--- src/rtl/ones_tally_pkg.sv ---
package ones_tally_pkg;

  // Controller state encoding, two flops {g1,g0}
  typedef enum logic [1:0] {
    ST_IDLE  = 2'b00,
    ST_INC   = 2'b01,
    ST_SHIFT = 2'b10,
    ST_TEST  = 2'b11
  } tally_state_e;

  localparam int unsigned NUM_STATES = 4;
  localparam int unsigned STATE_W    = 2;

endpackage

--- src/rtl/ones_tally_mux4.sv ---
module ones_tally_mux4 (
  input  logic [3:0] in_i,
  input  logic [1:0] sel_i,
  output logic       out_o
);

  always_comb begin
    case (sel_i)
      2'd0:    out_o = in_i[0];
      2'd1:    out_o = in_i[1];
      2'd2:    out_o = in_i[2];
      default: out_o = in_i[3];
    endcase
  end

endmodule

--- src/rtl/ones_tally_ctrl.sv ---
module ones_tally_ctrl
  import ones_tally_pkg::*;
(
  input  logic clk,
  input  logic rst,
  input  logic start_i,
  input  logic zero_i,
  input  logic ebit_i,
  output logic load_en_o,
  output logic inc_en_o,
  output logic shift_en_o,
  output logic done_o
);

  logic [STATE_W-1:0] g_q;
  logic [STATE_W-1:0] g_d;
  logic               done_q;

  // Data inputs per next-state bit, indexed by present state
  logic [STATE_W-1:0][NUM_STATES-1:0] mux_data;

  always_comb begin
    // bit 1 of the next state
    mux_data[1][ST_IDLE]  = 1'b0;
    mux_data[1][ST_INC]   = ~zero_i;
    mux_data[1][ST_SHIFT] = 1'b1;
    mux_data[1][ST_TEST]  = ~ebit_i;
    // bit 0 of the next state
    mux_data[0][ST_IDLE]  = start_i;
    mux_data[0][ST_INC]   = 1'b0;
    mux_data[0][ST_SHIFT] = 1'b1;
    mux_data[0][ST_TEST]  = ebit_i;
  end

  for (genvar b = 0; b < STATE_W; b++) begin : g_nxt
    ones_tally_mux4 u_mux (
      .in_i  (mux_data[b]),
      .sel_i (g_q),
      .out_o (g_d[b])
    );
  end

  always_ff @(posedge clk) begin
    if (rst) begin
      g_q    <= ST_IDLE;
      done_q <= 1'b1;
    end else begin
      g_q    <= g_d;
      done_q <= (g_d == ST_IDLE);
    end
  end

  assign load_en_o  = (g_q == ST_IDLE) & start_i;
  assign inc_en_o   = (g_q == ST_INC);
  assign shift_en_o = (g_q == ST_SHIFT);
  assign done_o     = done_q;

endmodule

--- src/rtl/ones_tally_shreg.sv ---
module ones_tally_shreg #(
  parameter int DATA_W = 8
) (
  input  logic              clk,
  input  logic              rst,
  input  logic              load_en_i,
  input  logic              shift_en_i,
  input  logic [DATA_W-1:0] data_i,
  output logic              zero_o,
  output logic              ebit_o,
  output logic [DATA_W-1:0] word_o
);

  logic [DATA_W-1:0] word_q;
  logic              ebit_q;

  always_ff @(posedge clk) begin
    if (rst) begin
      word_q <= '0;
      ebit_q <= 1'b0;
    end else if (load_en_i) begin
      word_q <= data_i;
    end else if (shift_en_i) begin
      word_q <= {word_q[DATA_W-2:0], 1'b0};
      ebit_q <= word_q[DATA_W-1];
    end
  end

  assign zero_o = (word_q == '0);
  assign ebit_o = ebit_q;
  assign word_o = word_q;

endmodule

--- src/rtl/ones_tally_count.sv ---
module ones_tally_count #(
  parameter int CNT_W = 4
) (
  input  logic             clk,
  input  logic             rst,
  input  logic             preset_en_i,
  input  logic             inc_en_i,
  output logic [CNT_W-1:0] count_o
);

  logic [CNT_W-1:0] cnt_q;

  always_ff @(posedge clk) begin
    if (rst) begin
      cnt_q <= '0;
    end else if (preset_en_i) begin
      cnt_q <= '1;
    end else if (inc_en_i) begin
      cnt_q <= cnt_q + 1'b1;
    end
  end

  assign count_o = cnt_q;

endmodule

--- src/rtl/ones_tally.sv ---
module ones_tally #(
  parameter  int DATA_W = 8,
  localparam int CNT_W  = $clog2(DATA_W + 1)
) (
  input  logic              clk,
  input  logic              rst,
  input  logic              start_i,
  input  logic [DATA_W-1:0] data_i,
  output logic [CNT_W-1:0]  count_o,
  output logic              done_o
);

  logic              load_en_w;
  logic              inc_en_w;
  logic              shift_en_w;
  logic              zero_w;
  logic              ebit_w;
  logic [DATA_W-1:0] word_w;

  ones_tally_ctrl u_ctrl (
    .clk        (clk),
    .rst        (rst),
    .start_i    (start_i),
    .zero_i     (zero_w),
    .ebit_i     (ebit_w),
    .load_en_o  (load_en_w),
    .inc_en_o   (inc_en_w),
    .shift_en_o (shift_en_w),
    .done_o     (done_o)
  );

  ones_tally_shreg #(.DATA_W(DATA_W)) u_shreg (
    .clk        (clk),
    .rst        (rst),
    .load_en_i  (load_en_w),
    .shift_en_i (shift_en_w),
    .data_i     (data_i),
    .zero_o     (zero_w),
    .ebit_o     (ebit_w),
    .word_o     (word_w)
  );

  ones_tally_count #(.CNT_W(CNT_W)) u_count (
    .clk         (clk),
    .rst         (rst),
    .preset_en_i (load_en_w),
    .inc_en_i    (inc_en_w),
    .count_o     (count_o)
  );

endmodule

--- config.mk ---
export PLATFORM = sky130hd
export DESIGN_NAME = ones_tally
export DESIGN_NICKNAME = d
export VERILOG_FILES = /design/src/rtl/ones_tally_pkg.sv /design/src/rtl/ones_tally_mux4.sv /design/src/rtl/ones_tally_ctrl.sv /design/src/rtl/ones_tally_shreg.sv /design/src/rtl/ones_tally_count.sv /design/src/rtl/ones_tally.sv
export SDC_FILE = /design/constraint.sdc
export NUM_CORES = 1
export LEC_CHECK = 0
export ABC_CLOCK_PERIOD_IN_PS = 1900
export BUFFER_PORTS_ARGS = -buffer_cell sky130_fd_sc_hd__buf_2
export CAP_MARGIN = 15
export CORE_AREA = 3 3 43 45
export CTS_BUF_LIST = sky130_fd_sc_hd__clkbuf_16
export DETAILED_ROUTE_END_ITERATION = 16
export DIE_AREA = 0 0 46 48
export PLACE_DENSITY_LB_ADDON = 0.05
export SETUP_SLACK_MARGIN = 0.4
export SYNTH_ARGS = -nofsm -noshare
export SYNTH_HDL_FRONTEND = slang
export SYNTH_HIERARCHICAL = 1
export SYNTH_SLANG_ARGS = --single-unit
--- constraint.sdc ---
create_clock -name clk -period 1.9 [get_ports clk]
set_input_delay 0.095 -clock clk [delete_from_list [all_inputs] [get_ports clk]]
set_output_delay 0.095 -clock clk [all_outputs]
set_load 0.01 [all_outputs]
Word-level counts from Yosys, hierarchy flattened
Index checks and enable logic that the tools add are counted.
{"block": "totals", "reg_bits": 16, "latchBits": 0, "ramBits": 0, "rom_bits": 0, "in_bits": 11, "memories": 0}
{"block": "op_classes", "add_sub_neg": 1, "mul": 0, "div": 0, "magnitude_cmp": 0, "n_eq_ne": 2, "shift": 0, "mux": 6, "bitwise": 4, "n_reduce_logical": 6}
{"op": "8-bit two-way mux", "count": 2}
{"op": "8-bit logical NOT", "count": 1}
{"op": "4-bit two-way mux", "count": 2}
{"op": "1-bit one-hot mux with 3 select lines", "count": 2}
{"op": "4-bit by 1-bit adder with 4-bit output, second input constant", "count": 1}
{"op": "2-bit logical NOT", "count": 2}
{"op": "2-bit nonzero test", "count": 2}
{"op": "1-bit inverter", "count": 3}
{"op": "2-bit by 1-bit equality test with 1-bit output, second input constant", "count": 1}
{"op": "2-bit equality test, second input constant", "count": 1}
{"op": "2-bit AND reduction", "count": 1}
{"op": "1-bit AND", "count": 1}

Longest topological paths before layout
{"block": "depth", "depth_word": 4, "depth_mapped": 5, "depth_no_buf": 5}

Modules after synthesis
Netlist, hierarchy kept.
{"module": "ones_tally_shreg", "instances": 1, "cells_each": 42, "area_each_um2": 430.4, "seq_area_each_um2": 180.2}
{"module": "ones_tally_count", "instances": 1, "cells_each": 16, "area_each_um2": 162.7, "seq_area_each_um2": 80.1}
{"module": "ones_tally_ctrl", "instances": 1, "cells_each": 13, "area_each_um2": 120.1, "seq_area_each_um2": 60.1}
{"module": "ones_tally_mux4", "instances": 2, "cells_each": 1, "area_each_um2": 22.5, "seq_area_each_um2": 0.0}

Worst setup path before layout
Ideal clock, no wire load.
{"block": "synth_timing", "kind": "flip-flop to flip-flop", "startpoint": "reg u_shreg.word_q[6], in the netlist u_shreg/word_o[6]", "endpoint": "reg u_ctrl.g_q[1]", "arrival_ns": 1.499, "required_time_ns": 1.786, "path_slack_ns": 0.287, "path_stages_with_launch": 6, "n_path_buf": 0, "period_less_slack_ns": 1.613, "cell_sequence": "dfxtp_1 > or4_1 > nor2_1 > inv_1 > mux4_2 > nor2b_1"}
{"item": "start: declaration", "line": "ones_tally_shreg.sv:14", "text": "logic [DATA_W-1:0] word_q;"}
{"item": "start signal: assignment", "line": "ones_tally_shreg.sv:22", "text": "word_q <= data_i;"}
{"item": "start signal: assignment", "line": "ones_tally_shreg.sv:24", "text": "word_q <= {word_q[DATA_W-2:0], 1'b0};"}
{"item": "end signal: assignment", "line": "ones_tally_ctrl.sv:48", "text": "g_q <= g_d;"}
{"item": "end: declaration", "line": "ones_tally_ctrl.sv:15", "text": "logic [STATE_W-1:0] g_q;"}

==> results by group <==
Critical path
  • Crit path max fanout: 3
  • CP max stage delay: slightly above 0.5 ns
  • Worst path depth: 5
  • WP data required: between 2 and 2.5 ns
  • Critical path buffers and inverters: 1
  • Crit path DAT: 1.81 ns
  • Top Family by Delay on Critical Path: simple AND/OR/NAND/NOR gates
  • Crit end category: flop
  • Worst R2R End: u_ctrl/g_q[1]
  • Setup crit start: u_shreg/word_o[6]
  • Worst r2r src: u_shreg/word_o[6]
  • Slowest stage cell, crit path: or4_1
  • Cells on worst reg2reg path: 5
  • Worst reg-to-reg setup slack: 0.22 ns
  • Worst setup SP type: flop
  • Capture point of the worst path: u_ctrl/g_q[1]
  • Critical path, cell by cell: or4_1 > nor2_1 > inv_1 > mux4_2 > nor2b_1
  • Critical path class: flop to flop

Routing
  • Routed wire length: around 1400 um
  • DR DRC count: 0
  • Vias per cell: slightly below 5
  • DR vias: between 500 and 600
  • Final ANT Viol Nets: 0
  • DR iter-0 viols: 3
  • WL/cell: 12.8 um
  • Drt pass-1 iters: 2

Timing
  • Clock skew: a little under 0.005 ns
  • Final min period: between 1.5 and 2 ns
  • RSZ-0062 raised after global routing: yes
  • WHS: between 0.08 and 0.09 ns
  • Final setup fails: 0
  • Final Hold Violating Endpoints: 0
  • F_max: 594 MHz
  • Final Cycle Share: around 90%
  • Final slew viol count: 0
  • Setup TNS: 0 ns

Clock tree
  • Root Buffer: clkbuf_16
  • Clk slew on worst S/H paths: 0.05 ns
  • CTS tree: built
  • CTS buffer count: 3
  • Hold-fix buffers, CTS: 0
  • Clk_lat worst skew: about 0.24 ns
  • H-tree Lvls: 1
  • Max clock buf depth: 2
  • CTS sink count: 16

Layout
  • Non-Filler Instances: 109
  • Filler Cells Inserted: roughly 140
  • Layout cell share with drive strength beyond 1: 30.1%
  • Area Overhead vs Synth: 23.9%
  • Final instance area: around 940 um^2
  • Final nets: around 110
  • N_diodes: 0

Worst hold path
  • Hold Path Class: input port to flop

Synthesis
  • Seq/Total Area, Yosys: a little over two fifths
  • Synth Cell Area: ~760 um^2
  • Yosys Warn Count: 6
  • Register bit total from synthesis: 16
  • Synth Instances: 73
  • Library cells used by synthesis: 22
  • Syn_area_per_cell: between 10 and 15 um^2

Job
  • Max-Cap Viols: 0

Floorplanning
  • Die area: roughly 2200 um^2
  • Starting Density: roughly half
  • IO Count: 16
  • Die W: between 40 and 50 um
  • Die height: around 48 um
  • Std-Cell Rows: 14
  • Area of the core: between 1500 and 2000 um^2

Global route
  • Global-route wire length before repair: around 2200 um
  • Number of global-route vias before repair: 484
  • Initial antenna violation count: 0
  • GRT Util Overall: 13.8%
  • Grt met2 use: around a fifth
  • Largest net degree at the start of global routing: 17
  • Remaining Overflow, GRT: 0
  • Global Route met1 Usage: 19.1%
  • Busiest grt layer: met2
  • M3 GR Usage: roughly 6.8%

Power and ir drop
  • Peak supply drop: about 0.84 mV
  • Tot Pwr: 0.000983 W
  • Power per Cell Area: around 1000 nW/um^2
  • Pleak: about 0.42 nW

Place
  • Hpwl dp: 963 um
  • Dpl cell area: ~860 um^2
  • Dpl cells: about 110
  • Port Buffers: 15
  • Routability Congestion: about 0.73

Outcome
  • Status: complete, no violations
-- placed cells by master (no fill, tap or decap), drive strengths merged, types with 2 or more instances in the layout --
cell	n
mux2	7
dfxtp	16
or4	2
inv	3
nor2	10
conb	4
nor3b	2
clkbuf	3
xor2	2
mux4	2
mux2i	9
nor2b	5
a21oi	5
buf	18
-- metrics by stage --
step | setup slack (ns) | utilization, %
2_1_floorplan | 0.288 | -
3_3_place_gp | 0.235 | 56.8
3_5_place_dp | 0.213 | 56.8
4_1_cts | 0.213 | 62.4
5_1_grt | 0.155 | 62.4
6_report | 0.216 | 62.4
-- worst min-delay path by stage --
stage / startpoint / to / slack [ns] / cells past startpoint
after detailed placement: data_i[0] / u_shreg/word_o[0] / 0.33 / 3
after global placement: data_i[5] / u_shreg/word_o[5] / 0.33 / 3
final: data_i[0] / u_shreg/word_o[0] / 0.09 / 3
after global routing: data_i[3] / u_shreg/word_o[3] / 0.11 / 3
after floorplan: rst / u_count/count_o[0] / 0.16 / 1
after CTS: data_i[0] / u_shreg/word_o[0] / 0.09 / 3
-- synth_stat cells --
master | instances | share of area, %
inv_1 | 3 | 1.5
mux2_1 | 4 | 5.9
a21oi_1 | 5 | 3.3
mux2_2 | 3 | 4.5
buf_2 | 1 | 0.66
nand2_1 | 1 | 0.49
nor3b_2 | 1 | 1.6
mux2i_1 | 9 | 12
o21bai_1 | 1 | 0.99
conb_1 | 2 | 0.99
nor3b_1 | 1 | 0.99
nor2b_1 | 5 | 4.1
dfxtp_1 | 16 | 42
ha_1 | 1 | 1.6
buf_6 | 1 | 1.5
buf_1 | 1 | 0.49
nand4_1 | 1 | 0.83
mux4_2 | 2 | 5.9
xnor2_1 | 1 | 1.2
xor2_1 | 2 | 2.3
nor2_1 | 10 | 5.0
or4_1 | 2 | 2.0
-- routing by layer --
layer | part of all wire, % | wire, um
met1 | 50 | 698
met4 | 0 | 0
met5 | 0 | 0
met3 | 5.3 | 74
met2 | 44 | 619
-- report_power, final --
group	internal (W)	switching [W]	total (W)
clock network	0.000275	0.000116	0.000391
logic	0.000103	0.0000848	0.000188
registers	0.000374	0.0000309	0.000405
total	0.000752	0.000232	0.000983
-- registers in the layout, indices dropped and copies added (netlist names) --
signal,count
u_count/count_o,4
u_ctrl/done_o,1
u_ctrl/g_q,2
u_shreg/word_o,8
u_shreg/ebit_o,1
-- cells by family after synthesis --
kind of cell               share of synthesized area, %
and+or+nand+nor                                    15.0
muxes                                              28.2
DFF                                                42.2
AOI/OAI and AO/OA                                  4.29
buffers and inverters                              4.12
xor gates and xnor gates                           3.47
other                                             0.990
adders and majority gates                          1.65
-- cell type report --
cell class	instances	area [um^2]	share of cell area (%)
Clock buffer	3	75.1	7.99
Inverter	3	11.3	1.20
Multi-Input combinational cell	53	414	44.1
Sequential cell	16	322	34.2
Tap cell	16	20.0	2.13
Timing Repair Buffer	18	97.6	10.4
-- repair_timing --
| item | CTS | global route |
|---|---|---|
| setup buffers | 1 | 0 |
| pin swaps | 1 | 1 |
| gates resized for setup | 1 | 0 |
| setup endpoints to repair | 2 | 7 |
-- worst register-to-register path, cell delays in order (launching register included) --
cell and delay (ns):
dfxtp_1 0.31, or4_1 0.51, nor2_1 0.11, inv_1 0.04, mux4_2 0.45, nor2b_1 0.14
Note: power is estimated with default switching activity, not from simulation.
